--- src/rtl/ddr422_pkg.sv ---
package ddr422_pkg;
    localparam int          PIX_W        = 10;
    localparam int          NARROW_W     = 8;
    localparam logic [1:0]  LUMA_ON_RISE = 2'b11;
endpackage

--- src/rtl/ddr_pair_capture.sv ---
module ddr_pair_capture
    import ddr422_pkg::*;
#(
    parameter int DATA_W = PIX_W
) (
    input  logic              clk,
    input  logic              rst_n,
    input  logic [DATA_W-1:0] bus_in,
    input  logic [1:0]        luma_sel,
    output logic [DATA_W-1:0] pair_y,
    output logic [DATA_W-1:0] pair_c
);
    typedef struct packed {
        logic [DATA_W-1:0] rise;
        logic [DATA_W-1:0] fall_old;
        logic [DATA_W-1:0] y;
        logic [DATA_W-1:0] c;
    } cap_t;

    logic [DATA_W-1:0] fall_q;
    cap_t              cap_d;
    cap_t              cap_q;

    // Falling-edge sample of the shared bus
    always_ff @(negedge clk or negedge rst_n) begin
        if (!rst_n) fall_q <= '0;
        else        fall_q <= bus_in;
    end

    always_comb begin
        cap_d          = cap_q;
        cap_d.rise     = bus_in;
        cap_d.fall_old = fall_q;
        if (luma_sel == LUMA_ON_RISE) begin
            // chroma came half a cycle before the rising-edge luma
            cap_d.y = cap_q.rise;
            cap_d.c = cap_q.fall_old;
        end else begin
            // chroma on the rising edge, luma on the falling edge after it
            cap_d.c = cap_q.rise;
            cap_d.y = fall_q;
        end
    end

    always_ff @(posedge clk or negedge rst_n) begin
        if (!rst_n) cap_q <= '0;
        else        cap_q <= cap_d;
    end

    assign pair_y = cap_q.y;
    assign pair_c = cap_q.c;
endmodule

--- src/rtl/pair_decode.sv ---
module pair_decode
    import ddr422_pkg::*;
#(
    parameter int DATA_W   = PIX_W,
    parameter int NAR_W    = NARROW_W
) (
    input  logic              clk,
    input  logic              rst_n,
    input  logic [DATA_W-1:0] pair_y,
    input  logic [DATA_W-1:0] pair_c,
    input  logic              wide_en,
    output logic [DATA_W-1:0] y_out,
    output logic [DATA_W-1:0] c_out,
    output logic              c_is_cr,
    output logic              sav_pulse,
    output logic              eav_pulse,
    output logic              field_o,
    output logic              vblank_o
);
    localparam int LOW_W = DATA_W - NAR_W;
    localparam int F_POS = DATA_W - 2;
    localparam int V_POS = DATA_W - 3;
    localparam int H_POS = DATA_W - 4;

    typedef struct packed {
        logic [DATA_W-1:0] prev_y;
        logic [DATA_W-1:0] prev_c;
        logic [DATA_W-1:0] y;
        logic [DATA_W-1:0] c;
        logic              phase;
        logic              cr;
        logic              sav;
        logic              eav;
        logic              fld;
        logic              vbl;
    } dec_t;

    dec_t              dec_d;
    dec_t              dec_q;
    logic [DATA_W-1:0] msk;
    logic              pre_ok;
    logic              code_hit;

    always_comb begin
        msk = wide_en ? {DATA_W{1'b1}} : {{NAR_W{1'b1}}, {LOW_W{1'b0}}};
        pre_ok   = ((dec_q.prev_c & msk) == msk) && ((dec_q.prev_y & msk) == '0);
        code_hit = pre_ok && ((pair_c & msk) == '0);

        dec_d        = dec_q;
        dec_d.prev_y = pair_y;
        dec_d.prev_c = pair_c;
        dec_d.y      = pair_y & msk;
        dec_d.c      = pair_c & msk;
        dec_d.sav    = code_hit && !pair_y[H_POS];
        dec_d.eav    = code_hit &&  pair_y[H_POS];
        if (code_hit) begin
            dec_d.fld = pair_y[F_POS];
            dec_d.vbl = pair_y[V_POS];
        end
        dec_d.cr    = dec_q.phase;
        dec_d.phase = dec_d.sav ? 1'b0 : ~dec_q.phase;
    end

    always_ff @(posedge clk or negedge rst_n) begin
        if (!rst_n) begin
            dec_q       <= '0;
            dec_q.phase <= 1'b1;
        end else begin
            dec_q <= dec_d;
        end
    end

    assign y_out     = dec_q.y;
    assign c_out     = dec_q.c;
    assign c_is_cr   = dec_q.cr;
    assign sav_pulse = dec_q.sav;
    assign eav_pulse = dec_q.eav;
    assign field_o   = dec_q.fld;
    assign vblank_o  = dec_q.vbl;
endmodule

--- src/rtl/ddr422_demux.sv ---
module ddr422_demux
    import ddr422_pkg::*;
#(
    parameter int DATA_W = PIX_W,
    parameter int NAR_W  = NARROW_W
) (
    input  logic              clk,
    input  logic              rst_n,
    input  logic [DATA_W-1:0] bus_in,
    input  logic [1:0]        luma_sel,
    input  logic              wide_en,
    output logic [DATA_W-1:0] y_out,
    output logic [DATA_W-1:0] c_out,
    output logic              c_is_cr,
    output logic              sav_pulse,
    output logic              eav_pulse,
    output logic              field_o,
    output logic              vblank_o
);
    logic [DATA_W-1:0] pair_y;
    logic [DATA_W-1:0] pair_c;

    ddr_pair_capture #(.DATA_W(DATA_W)) u_capture (
        .clk      (clk),
        .rst_n    (rst_n),
        .bus_in   (bus_in),
        .luma_sel (luma_sel),
        .pair_y   (pair_y),
        .pair_c   (pair_c)
    );

    pair_decode #(.DATA_W(DATA_W), .NAR_W(NAR_W)) u_decode (
        .clk       (clk),
        .rst_n     (rst_n),
        .pair_y    (pair_y),
        .pair_c    (pair_c),
        .wide_en   (wide_en),
        .y_out     (y_out),
        .c_out     (c_out),
        .c_is_cr   (c_is_cr),
        .sav_pulse (sav_pulse),
        .eav_pulse (eav_pulse),
        .field_o   (field_o),
        .vblank_o  (vblank_o)
    );
endmodule

--- config.mk ---
export PLATFORM = sky130hd
export DESIGN_NAME = ddr422_demux
export DESIGN_NICKNAME = d
export VERILOG_FILES = /design/src/rtl/ddr422_pkg.sv /design/src/rtl/ddr_pair_capture.sv /design/src/rtl/pair_decode.sv /design/src/rtl/ddr422_demux.sv
export SDC_FILE = /design/constraint.sdc
export NUM_CORES = 1
export LEC_CHECK = 0
export BUFFER_PORTS_ARGS = -buffer_cell sky130_fd_sc_hd__clkbuf_2
export CAP_MARGIN = 20
export CORE_UTILIZATION = 45
export DETAILED_ROUTE_END_ITERATION = 8
export PLACE_DENSITY = 0.65
export SYNTH_ARGS = -nofsm -noshare
export SYNTH_HDL_FRONTEND = slang
export SYNTH_HIERARCHICAL = 1
export SYNTH_SLANG_ARGS = --single-unit
--- constraint.sdc ---
create_clock -name clk -period 2 [get_ports clk]
set_clock_uncertainty 0.05 [all_clocks]
set_input_delay 0.1 -clock clk [delete_from_list [all_inputs] [get_ports clk]]
set_output_delay 0.1 -clock clk [all_outputs]
set_load 0.005 [all_outputs]
==> results.ini, run 1 <==
[job]
drv.max_cap_violation_count = 0

[yosys]
synth-main-ff-cell = sky130_fd_sc_hd__dfrtp_1
synth_largest_type_area_fraction_pct = 61.14
post_synth_most_frequent_cells = sky130_fd_sc_hd__dfrtp_1 (69), sky130_fd_sc_hd__buf_4 (40), sky130_fd_sc_hd__mux2_4 (20), sky130_fd_sc_hd__dfrtn_1 (10), sky130_fd_sc_hd__and2_1 (4)
postSynthCellCount = 164
synthesis.nets = 179
ys_types = 21
most_common_cell_in_the_synthesized_netlist = sky130_fd_sc_hd__dfrtp_1
synth_largest_area_cell = sky130_fd_sc_hd__dfrtp_1
synth_sequential_area_ratio_pct = 70.93
syn-cell-area_um2 = 2824
synth_area_per_cell_um2 = 17.22
synth-edff-count = 0
synth_seq_cells = 80
synth_top_cells_by_area = sky130_fd_sc_hd__dfrtp_1 (61%), sky130_fd_sc_hd__buf_4 (11%), sky130_fd_sc_hd__mux2_4 (11%)
yosys_warnings = 6
fraction_of_registers_with_async_set_or_reset_after_synthesis_pct = 100.0

[sta]
setup_repair_after_global_routing_missed_its_margin = no
least_setup_slack_across_all_paths_after_layout_ns = 0.2442
whs_ns = 0.1954
setup-tns-final_ns = 0
timing_worst_slew_pin_value_ns = 0.6530
slew_headroom_pct = 56.31
final-hold-violation-count = 0
timing_max_transition_violations_final = 0
setup_viol = 0

[route]
finalWirelength_um = 3485
route.met3.wl_um = 220
detailroute.via_count = 1167
first_pass_iters = 4
drc = 0
detail_route.iter0.violations = 44
wl_met2_um = 1733
route.antenna.remaining_nets = 0
routed_wire_length_per_instance_um = 13.10
top_signal_layer_used = met4
routedLengthMet1_um = 1471
route.detailed.vias_per_inst = 4.387

[critical_path]
critPathSlowestCell = sky130_fd_sc_hd__dfrtn_1
cp-start-kind = flop
timing.critical_path.cells = mux2_4
timing.critical_path.required_ns = 2.17
setup.worst_path.class = flop to flop
worst-path-buf-inv = 0
worstPathMaxFanout = 2
cp_data_arrival_time_ns = 1.93
worstSetupEndpointType = flop
critPathTopFamily = flip-flops
cp_slowest_stage_delay_ns = 0.35

[power_and_ir_drop]
p_per_area_nw_per_um2 = 1008
power.ir.vdd_worst_uv = 437.2
design_power_total_uw = 3170
p_leak_uw = 0.001525

[status]
status = finished clean

[clock_tree]
clock_sinks = 80
clock-root-buffer = sky130_fd_sc_hd__clkbuf_8
post_cts.resized_instances = 0
h-tree-depth = 3
maximum_number_of_buffers_from_clock_root_to_sink = 2
clock_latency_of_the_later_clocked_register_in_the_worst_skew_pair_ns = 0.34
clock_tree_from_tritoncts = yes
number_of_buffers_created_by_cts = 9
post-cts-setup-buffers = 0
clk_pin_slew_ns = 0.07

[die]
io-pin-count = 40
floorplan.die_area_um2 = 6596
core_area_um2 = 5991
rows = 28
die_w_um = 81.22
dieHeight_um = 81.22
initial_core_utilization_pct = 47.14

[global_routing]
largest_net_degree_at_the_start_of_global_routing = 39
grt_overflow = 0
groute.usage.overall_pct = 12.86
grt_pass1_vias = 1244
grt_pass1_wl_um = 5830
antenna_violations_before_repair = 0

[finish]
multi_input_area_um2 = 494.2
antennaDiodeCount = 0
flow.area_growth_from_synthesis_pct = 11.39
finish.net_count = 201
seqCellArea_um2 = 2003
drive_above_1_share_pct = 43.46
final.fill_count = 473
instances_no_fill = 266

[place]
dpl.cell_count = 238
dp_slack_ns = 0.2332
io_port_bufs = 39
gpl.final_weighted_congestion = 0.7154

[hold_path]
worst_hold_path_type = input pin to asynchronous set/reset pin

==> layer usage <==
layer	up-vias	global-route usage, %
met5	-	0
met1	581	15.25
met4	0	8.571
met2	34	18.57
met3	6	6.067
li1	546	-
==> final timing paths <==
check | slack (ns) | startpoint | cells past startpoint | endpoint
max in group asynchronous | 0.46 | rst_n | 2 | u_capture/fall_q[4]
min in group clk | 0.31 | u_capture/pair_y[2] | 0 | u_decode/y_out[2]
max | 0.24 | u_capture/fall_q[5] | 1 | u_capture/pair_y[5]
min reg2reg | 0.31 | u_capture/pair_y[2] | 0 | u_decode/y_out[2]
max reg2reg | 0.24 | u_capture/fall_q[5] | 1 | u_capture/pair_y[5]
min | 0.20 | rst_n | 2 | u_capture/pair_c[4]
==> layout make-up <==
class / instances / area share (%)
flip-flops and latches: 80 / 63.68
multi-input cells: 41 / 15.71
repair buffers: 53 / 10.58
clock buffers: 14 / 5.807
well taps: 75 / 2.983
clock inverters: 2 / 1.114
inverters: 1 / 0.1193
==> flip-flops by register name, summed over array words and instances (netlist names) <==
name,cells
u_capture/cap_q,20
u_capture/fall_q,10
u_capture/pair_c,10
u_capture/pair_y,10
u_decode/c_is_cr,1
u_decode/c_out,10
u_decode/dec_d,1
u_decode/dec_q,5
u_decode/eav_pulse,1
u_decode/field_o,1
u_decode/sav_pulse,1
u_decode/vblank_o,1
u_decode/y_out,9
==> placed cells by master, fill, tap and decap left out, types with 2 or more instances in the layout <==
cell type / count
sky130_fd_sc_hd__clkbuf_2: 38
sky130_fd_sc_hd__and2_1: 4
sky130_fd_sc_hd__dlygate4sd3_1: 12
sky130_fd_sc_hd__mux2_1: 2
sky130_fd_sc_hd__clkbuf_8: 13
sky130_fd_sc_hd__mux2_4: 20
sky130_fd_sc_hd__nor4_1: 3
sky130_fd_sc_hd__dfrtn_1: 10
sky130_fd_sc_hd__nor4_4: 2
sky130_fd_sc_hd__buf_4: 3
sky130_fd_sc_hd__dfrtp_1: 69
==> metrics by stage <==
stage                     cell area (um^2)  utilization, %
after floorplan                       2824               -
after global placement                2808           46.87
after detailed placement              2808           46.87
after CTS                             3146           52.51
after global routing                  3146           52.51
final                                 3146           52.51
==> power by group <==
group          internal, uW  switching (uW)  total [uW]
clock                   711             501        1210
sequential             1720            53.8        1770
combinational           106            77.3         183
==> cell families after synthesis <==
kind of cell | Yosys count | synth area share (%)
DFF | 80 | 70.94
buffers and inverters | 43 | 11.56
muxes | 22 | 11.43
and+or+nand+nor | 18 | 5.848
AOI/OAI and AO/OA | 1 | 0.2217
==> repair_timing <==
| action | CTS | global route |
|---|---|---|
| endpoints found under the hold margin | 40 | 0 |
| hold buffers | 12 | 0 |
| endpoints found under the setup margin | 0 | 0 |
No activity file was read; power rests on OpenSTA's default activity.
==> run 2, diff against run 1 <==
--- a/config.mk
+++ b/config.mk
@@ -9,8 +9,7 @@
 export CAP_MARGIN = 20
 export CORE_UTILIZATION = 45
 export DETAILED_ROUTE_END_ITERATION = 8
-export PLACE_DENSITY = 0.65
+export PLACE_DENSITY = 0.66
 export SYNTH_ARGS = -nofsm -noshare
 export SYNTH_HDL_FRONTEND = slang
-export SYNTH_HIERARCHICAL = 1
 export SYNTH_SLANG_ARGS = --single-unit
==> results.ini, run 2 <==
[route]
wl_met2_um = 1768  ; was 1733 um
route.antenna.remaining_nets = 0  ; unchanged
top_signal_layer_used = met4  ; unchanged
route.detailed.vias_per_inst = 4.670  ; was 4.387
finalWirelength_um = 3640  ; was 3485 um
drc = 0  ; unchanged
detail_route.iter0.violations = 56  ; was 44
routedLengthMet1_um = 1491  ; was 1471 um
detailroute.via_count = 1233  ; was 1167
route.met3.wl_um = 286  ; was 220 um
first_pass_iters = 4  ; unchanged
routed_wire_length_per_instance_um = 13.79  ; was 13.10 um

[yosys]
ys_types = 20  ; was 21
synthesis.nets = 159  ; was 179
synth_sequential_area_ratio_pct = 77.53  ; was 70.93%
synth_seq_cells = 80  ; unchanged
synth_largest_type_area_fraction_pct = 66.83  ; was 61.14%
synth_top_cells_by_area = sky130_fd_sc_hd__dfrtp_1 (67%), sky130_fd_sc_hd__dfrtn_1 (9.7%), sky130_fd_sc_hd__mux2_2 (8.7%)  ; was sky130_fd_sc_hd__dfrtp_1 (61%), sky130_fd_sc_hd__buf_4 (11%), sky130_fd_sc_hd__mux2_4 (11%)
post_synth_most_frequent_cells = sky130_fd_sc_hd__dfrtp_1 (69), sky130_fd_sc_hd__buf_4 (20), sky130_fd_sc_hd__mux2_2 (20), sky130_fd_sc_hd__dfrtn_1 (10), sky130_fd_sc_hd__and2_1 (4)  ; was sky130_fd_sc_hd__dfrtp_1 (69), sky130_fd_sc_hd__buf_4 (40), sky130_fd_sc_hd__mux2_4 (20), sky130_fd_sc_hd__dfrtn_1 (10), sky130_fd_sc_hd__and2_1 (4)
synth-edff-count = 0  ; unchanged
synth_area_per_cell_um2 = 17.94  ; was 17.22 um^2
yosys_warnings = 0  ; was 6
fraction_of_registers_with_async_set_or_reset_after_synthesis_pct = 100.0  ; unchanged
synth-main-ff-cell = sky130_fd_sc_hd__dfrtp_1  ; unchanged
most_common_cell_in_the_synthesized_netlist = sky130_fd_sc_hd__dfrtp_1  ; unchanged
synth_largest_area_cell = sky130_fd_sc_hd__dfrtp_1  ; unchanged
syn-cell-area_um2 = 2584  ; was 2824 um^2
postSynthCellCount = 144  ; was 164

[finish]
antennaDiodeCount = 0  ; unchanged
flow.area_growth_from_synthesis_pct = 18.55  ; was 11.39%
drive_above_1_share_pct = 43.23  ; was 43.46%
max_reg_flops = 20  ; unchanged
most_frequent_cells_in_the_layout = sky130_fd_sc_hd__dfrtp_1 (69), sky130_fd_sc_hd__clkbuf_2 (38), sky130_fd_sc_hd__mux2_2 (20)  ; was sky130_fd_sc_hd__dfrtp_1 (69), sky130_fd_sc_hd__clkbuf_2 (38), sky130_fd_sc_hd__mux2_4 (20)
top_register = u_capture.cap_q  ; was u_capture/cap_q
layout.core_utilization_pct = 55.62  ; was 52.51%
final_common_cell = sky130_fd_sc_hd__dfrtp_1  ; unchanged
finish.net_count = 202  ; was 201
biggestRegsByFlops = u_capture.cap_q x20, u_decode.dec_q x19

[die]
core_area_um2 = 5507  ; was 5991 um^2
initial_core_utilization_pct = 46.92  ; was 47.14%
io-pin-count = 40  ; unchanged
die_w_um = 77.78  ; was 81.22 um
rows = 27  ; was 28
dieHeight_um = 77.78  ; was 81.22 um
floorplan.die_area_um2 = 6049  ; was 6596 um^2

[status]
status = finished clean  ; unchanged

[critical_path]
reg2reg_to = u_capture.pair_y[7]  ; was u_capture/pair_y[5]
worstSetupEndpointType = flop  ; unchanged
setup.reg_to_reg.worst_slack_ns = 0.24  ; about the same
critPathSlowestCell = sky130_fd_sc_hd__dfrtn_1  ; unchanged
cp_data_arrival_time_ns = 1.95  ; was 1.93 ns
regToRegStartpoint = u_capture.fall_q[7]  ; was u_capture/fall_q[5]
timing.critical_path.required_ns = 2.18  ; was 2.17 ns
worst-path-buf-inv = 0  ; unchanged
timing.critical_path.cells = mux2_2  ; was mux2_4
setup.worst_path.class = flop to flop  ; unchanged
reg2reg_depth = 1  ; unchanged
worstPathMaxFanout = 2  ; unchanged
critPathTopFamily = flip-flops  ; unchanged
cp_slowest_stage_delay_ns = 0.35  ; about the same
cp-start-kind = flop  ; unchanged

[power_and_ir_drop]
combinationalPowerShare_pct = 5.2  ; was 5.8%
p_per_area_nw_per_um2 = 1020  ; was 1008 nW/um^2
power_switching_share_pct = 20.60  ; was 19.95%
power_frac_clock_pct = 38.1  ; was 38.3%
power.ir.vdd_worst_uv = 625.8  ; was 437.2 uV
p_leak_uw = 0.001430  ; was 0.001525 uW
p_sw_uw = 643.9  ; was 632.5 uW
cell_internal_pwr_uw = 2482  ; was 2537 uW
p_seq_share_pct = 56.7  ; was 56.0%

[global_routing]
groute.usage.overall_pct = 14.84  ; was 12.86%
antenna_violations_before_repair = 0  ; unchanged
grt_pass1_vias = 1283  ; was 1244
grt_overflow = 0  ; unchanged
largest_net_degree_at_the_start_of_global_routing = 41  ; was 39
grt_pass1_wl_um = 6327  ; was 5830 um

[sta]
whs_ns = 0.2050  ; was 0.1954 ns
final-hold-violation-count = 0  ; unchanged
timing_max_transition_violations_final = 0  ; unchanged
setup_repair_after_global_routing_missed_its_margin = no  ; unchanged
timing_worst_slew_pin_value_ns = 0.4770  ; was 0.6530 ns
setup_viol = 0  ; unchanged
slew_headroom_pct = 68.20  ; was 56.31%
setup-tns-final_ns = 0  ; unchanged

[clock_tree]
clock-root-buffer = sky130_fd_sc_hd__clkbuf_8  ; unchanged
clock_sinks = 80  ; unchanged
post-cts-setup-buffers = 0  ; unchanged
cts_hold_repair.buffers = 12  ; unchanged
h-tree-depth = 3  ; unchanged
post_cts.resized_instances = 0  ; unchanged
number_of_buffers_created_by_cts = 9  ; unchanged
clock_latency_of_the_later_clocked_register_in_the_worst_skew_pair_ns = 0.35  ; was 0.34 ns
maximum_number_of_buffers_from_clock_root_to_sink = 2  ; unchanged
clk_pin_slew_ns = 0.07  ; about the same
clock_tree_from_tritoncts = yes  ; unchanged

[hold_path]
worst_hold_path_type = input pin to asynchronous set/reset pin  ; unchanged

[place]
dp_hpwl_um = 2560
io_port_bufs = 39  ; unchanged
gpl.final_weighted_congestion = 0.7293  ; was 0.7154

[job]
drv.max_cap_violation_count = 0  ; unchanged

==> run 2: worst max path at each step <==
stage,cells after the start,end,startpoint
CTS,1,u_capture.pair_y[7],u_capture.fall_q[7]
floorplan,1,u_capture.pair_y[0],u_capture.fall_q[0]
finish,1,u_capture.pair_y[7],u_capture.fall_q[7]
global placement,1,u_capture.pair_y[7],u_capture.fall_q[7]
global route,4,u_decode.vblank_o,u_decode.dec_q[43]
detailed placement,1,u_capture.pair_y[7],u_capture.fall_q[7]
==> run 2: power groups by stage <==
| stage | combinational (uW) | sequential (uW) | clock, uW |
|---|---|---|---|
| after global placement | 147 | 1800 | 0 |
| after floorplan | 100 | 1790 | 0 |
| final | 163 | 1770 | 1190 |
| after global routing | 183 | 1790 | 1300 |
| after CTS | 168 | 1770 | 1230 |
| after detailed placement | 149 | 1810 | 0 |
==> run 2: per-stage QoR <==
step | cells | total power (uW) | instance area [um^2] | setup WS (ns)
2_1_floorplan | 144 | 1887 | 2584 | 0.2643
3_3_place_gp | 236 | 1945 | 2734 | 0.2382
3_5_place_dp | 236 | 1955 | 2734 | 0.2151
4_1_cts | 264 | 3176 | 3063 | 0.2338
5_1_grt | 264 | 3265 | 3063 | 0.1886
6_report | 264 | 3126 | 3063 | 0.2361
==> run 2: area by class of cell <==
type | instances | area, um^2
Clock buffer | 13 | 168.9
Clock inverter | 3 | 40.04
Fill cell | 447 | 2444
Inverter | 1 | 3.754
Multi-Input combinational cell | 41 | 416.7
Sequential cell | 80 | 2003
Tap cell | 72 | 90.09
Timing Repair Buffer | 54 | 340.3
==> run 2: kinds of logic (layout without fill, tap and decap cells) <==
kind of cell / Yosys count / count (layout) / synth area share (%)
multiplexers: 22 / 22 / 9.588
buffers and inverters: 23 / 71 / 6.344
flip-flops: 80 / 80 / 77.53
AO/OA/AOI/OAI: 1 / 1 / 0.2423
AND/OR/NAND/NOR: 18 / 18 / 6.295
==> run 2: metal layers <==
layer | up-vias | global-route usage (%)
li1 | 550 | -
met1 | 639 | 17.18
met2 | 33 | 21.86
met3 | 11 | 8.000
met4 | 0 | 8.491
met5 | - | 0
==> run 3, diff against run 2 <==
==> constraint.sdc (replaced) <==
create_clock -name clk -period 2 [get_ports clk]
set_clock_uncertainty 0.05 [all_clocks]
set_input_delay 0.3 -clock clk [delete_from_list [all_inputs] [get_ports clk]]
set_output_delay 0.3 -clock clk [all_outputs]
set_load 0.005 [all_outputs]
==> results.ini, run 3 (synthesis gave the netlist of run 2 again) <==
[finish]
instances_no_fill = 254  ; was 264
finish.net_count = 192  ; was 202
biggestRegsByFlops = u_capture.cap_q x20, u_decode.dec_q x19  ; unchanged
layout.core_utilization_pct = 53.58  ; was 55.62%
final_common_cell = sky130_fd_sc_hd__dfrtp_1  ; unchanged
flow.area_growth_from_synthesis_pct = 14.19  ; was 18.55%
top_register = u_capture.cap_q  ; unchanged
max_reg_flops = 20  ; unchanged
most_frequent_cells_in_the_layout = sky130_fd_sc_hd__dfrtp_1 (69), sky130_fd_sc_hd__clkbuf_2 (38), sky130_fd_sc_hd__mux2_2 (20)  ; unchanged
antennaDiodeCount = 0  ; unchanged
drive_above_1_share_pct = 45.60  ; was 43.23%

[route]
first_pass_iters = 2  ; was 4
finalWirelength_um = 3607  ; was 3640 um
top_signal_layer_used = met4  ; unchanged
route.detailed.vias_per_inst = 4.571  ; was 4.670
drc = 0  ; unchanged
wl_met2_um = 1735  ; was 1768 um
detail_route.iter0.violations = 74  ; was 56
route.antenna.remaining_nets = 0  ; unchanged
routed_wire_length_per_instance_um = 14.20  ; was 13.79 um
route.met3.wl_um = 212  ; was 286 um
detailroute.via_count = 1161  ; was 1233
routedLengthMet1_um = 1563  ; was 1491 um

[clock_tree]
clock_tree_from_tritoncts = yes  ; unchanged
number_of_buffers_created_by_cts = 9  ; unchanged
post-cts-setup-buffers = 0  ; unchanged
post_cts.resized_instances = 0  ; unchanged
maximum_number_of_buffers_from_clock_root_to_sink = 2  ; unchanged
clock-root-buffer = sky130_fd_sc_hd__clkbuf_8  ; unchanged
clk_pin_slew_ns = 0.07  ; about the same
cts_hold_repair.buffers = 1  ; was 12
clock_latency_of_the_later_clocked_register_in_the_worst_skew_pair_ns = 0.33  ; was 0.35 ns
h-tree-depth = 3  ; unchanged
clock_sinks = 80  ; unchanged

[power_and_ir_drop]
p_sw_uw = 635.8  ; was 643.9 uW
p_seq_share_pct = 57.7  ; was 56.7%
p_leak_uw = 0.001382  ; was 0.001430 uW
p_per_area_nw_per_um2 = 1041  ; was 1020 nW/um^2
power.ir.vdd_worst_uv = 499.2  ; was 625.8 uV
power_frac_clock_pct = 37.5  ; was 38.1%
cell_internal_pwr_uw = 2436  ; was 2482 uW
power_switching_share_pct = 20.70  ; was 20.60%
combinationalPowerShare_pct = 4.9  ; was 5.2%

[die]
initial_core_utilization_pct = 46.92  ; unchanged
floorplan.die_area_um2 = 6049  ; unchanged
core_area_um2 = 5507  ; unchanged
rows = 27  ; unchanged
die_w_um = 77.78  ; unchanged
io-pin-count = 40  ; unchanged
dieHeight_um = 77.78  ; unchanged

[sta]
setup_viol = 0  ; unchanged
setup-tns-final_ns = 0  ; unchanged
setup_repair_after_global_routing_missed_its_margin = no  ; unchanged
slew_headroom_pct = 71.65  ; was 68.20%
final-hold-violation-count = 0  ; unchanged
timing_worst_slew_pin_value_ns = 0.4253  ; was 0.4770 ns
timing_max_transition_violations_final = 0  ; unchanged

[global_routing]
grt_overflow = 0  ; unchanged
largest_net_degree_at_the_start_of_global_routing = 36  ; was 41
groute.usage.overall_pct = 14.39  ; was 14.84%
antenna_violations_before_repair = 0  ; unchanged
grt_pass1_wl_um = 6113  ; was 6327 um
grt_pass1_vias = 1237  ; was 1283

[critical_path]
critPathTopFamily = flip-flops  ; unchanged
cp_data_arrival_time_ns = 1.93  ; was 1.95 ns
setup.worst_path.class = flop to flop  ; unchanged
worstPathMaxFanout = 2  ; unchanged
cp-start-kind = flop  ; unchanged
timing.critical_path.required_ns = 2.17  ; was 2.18 ns
timing.critical_path.cells = mux2_2  ; unchanged
worst-path-buf-inv = 0  ; unchanged
worstSetupEndpointType = flop  ; unchanged
cp_slowest_stage_delay_ns = 0.34  ; was 0.35 ns
critPathSlowestCell = sky130_fd_sc_hd__dfrtn_1  ; unchanged

[place]
dp_hpwl_um = 2533  ; was 2560 um
io_port_bufs = 39  ; unchanged
gpl.final_weighted_congestion = 0.7713  ; was 0.7293
dpl.cell_count = 237  ; was 236

[hold_path]
worst_hold_path_type = input pin to flop  ; was input pin to asynchronous set/reset pin

[job]
drv.max_cap_violation_count = 0  ; unchanged

[status]
status = finished clean  ; unchanged

## run 3: path summary, 6_finish.rpt
kind / startpoint / endpoint / slack (ns) / depth (start not counted)
worst max-delay path: u_capture.fall_q[7] / u_capture.pair_y[7] / 0.24 / 1
worst min-delay path: bus_in[4] / u_capture.cap_q[34] / 0.03 / 1
worst max register to register: u_capture.fall_q[7] / u_capture.pair_y[7] / 0.24 / 1
worst min register to register: u_capture.pair_y[3] / u_decode.dec_q[39] / 0.30 / 0
max in group asynchronous: rst_n / u_capture.fall_q[9] / 0.27 / 2
min in group asynchronous: rst_n / u_capture.cap_q[32] / 0.39 / 2
## run 3: power by group through the flow
stage / logic (uW) / clock network (uW) / registers [uW]
floorplan: 100 / 0 / 1790
global placement: 149 / 0 / 1800
detailed placement: 152 / 0 / 1800
CTS: 155 / 1190 / 1770
global route: 168 / 1260 / 1780
finish: 149 / 1150 / 1770
## run 3: layout make-up
cell class | count | area, um^2
Clock buffer | 13 | 158.9
Clock inverter | 3 | 40.04
Fill cell | 457 | 2556
Inverter | 1 | 3.754
Multi-Input combinational cell | 41 | 416.7
Sequential cell | 80 | 2003
Tap cell | 72 | 90.09
Timing Repair Buffer | 44 | 237.7
## run 3: metrics by stage
step	cell area (um^2)	power, uW	hold WS (ns)	worst slack [ns]
finish	2950	3072	0.03312	0.2370
global route	2950	3216	0.009375	0.1979
CTS	2950	3117	0.01200	0.2410
detailed placement	2741	1957	0.2267	0.2301
global placement	2741	1947	0.2202	0.2478
floorplan	2584	1887	-0.04559	0.2643
## run 3: routing by layer
metal,vias up,track usage [%]
li1,535,-
met1,585,17.20
met2,32,21.24
met3,9,5.294
met4,0,10.75
met5,-,0
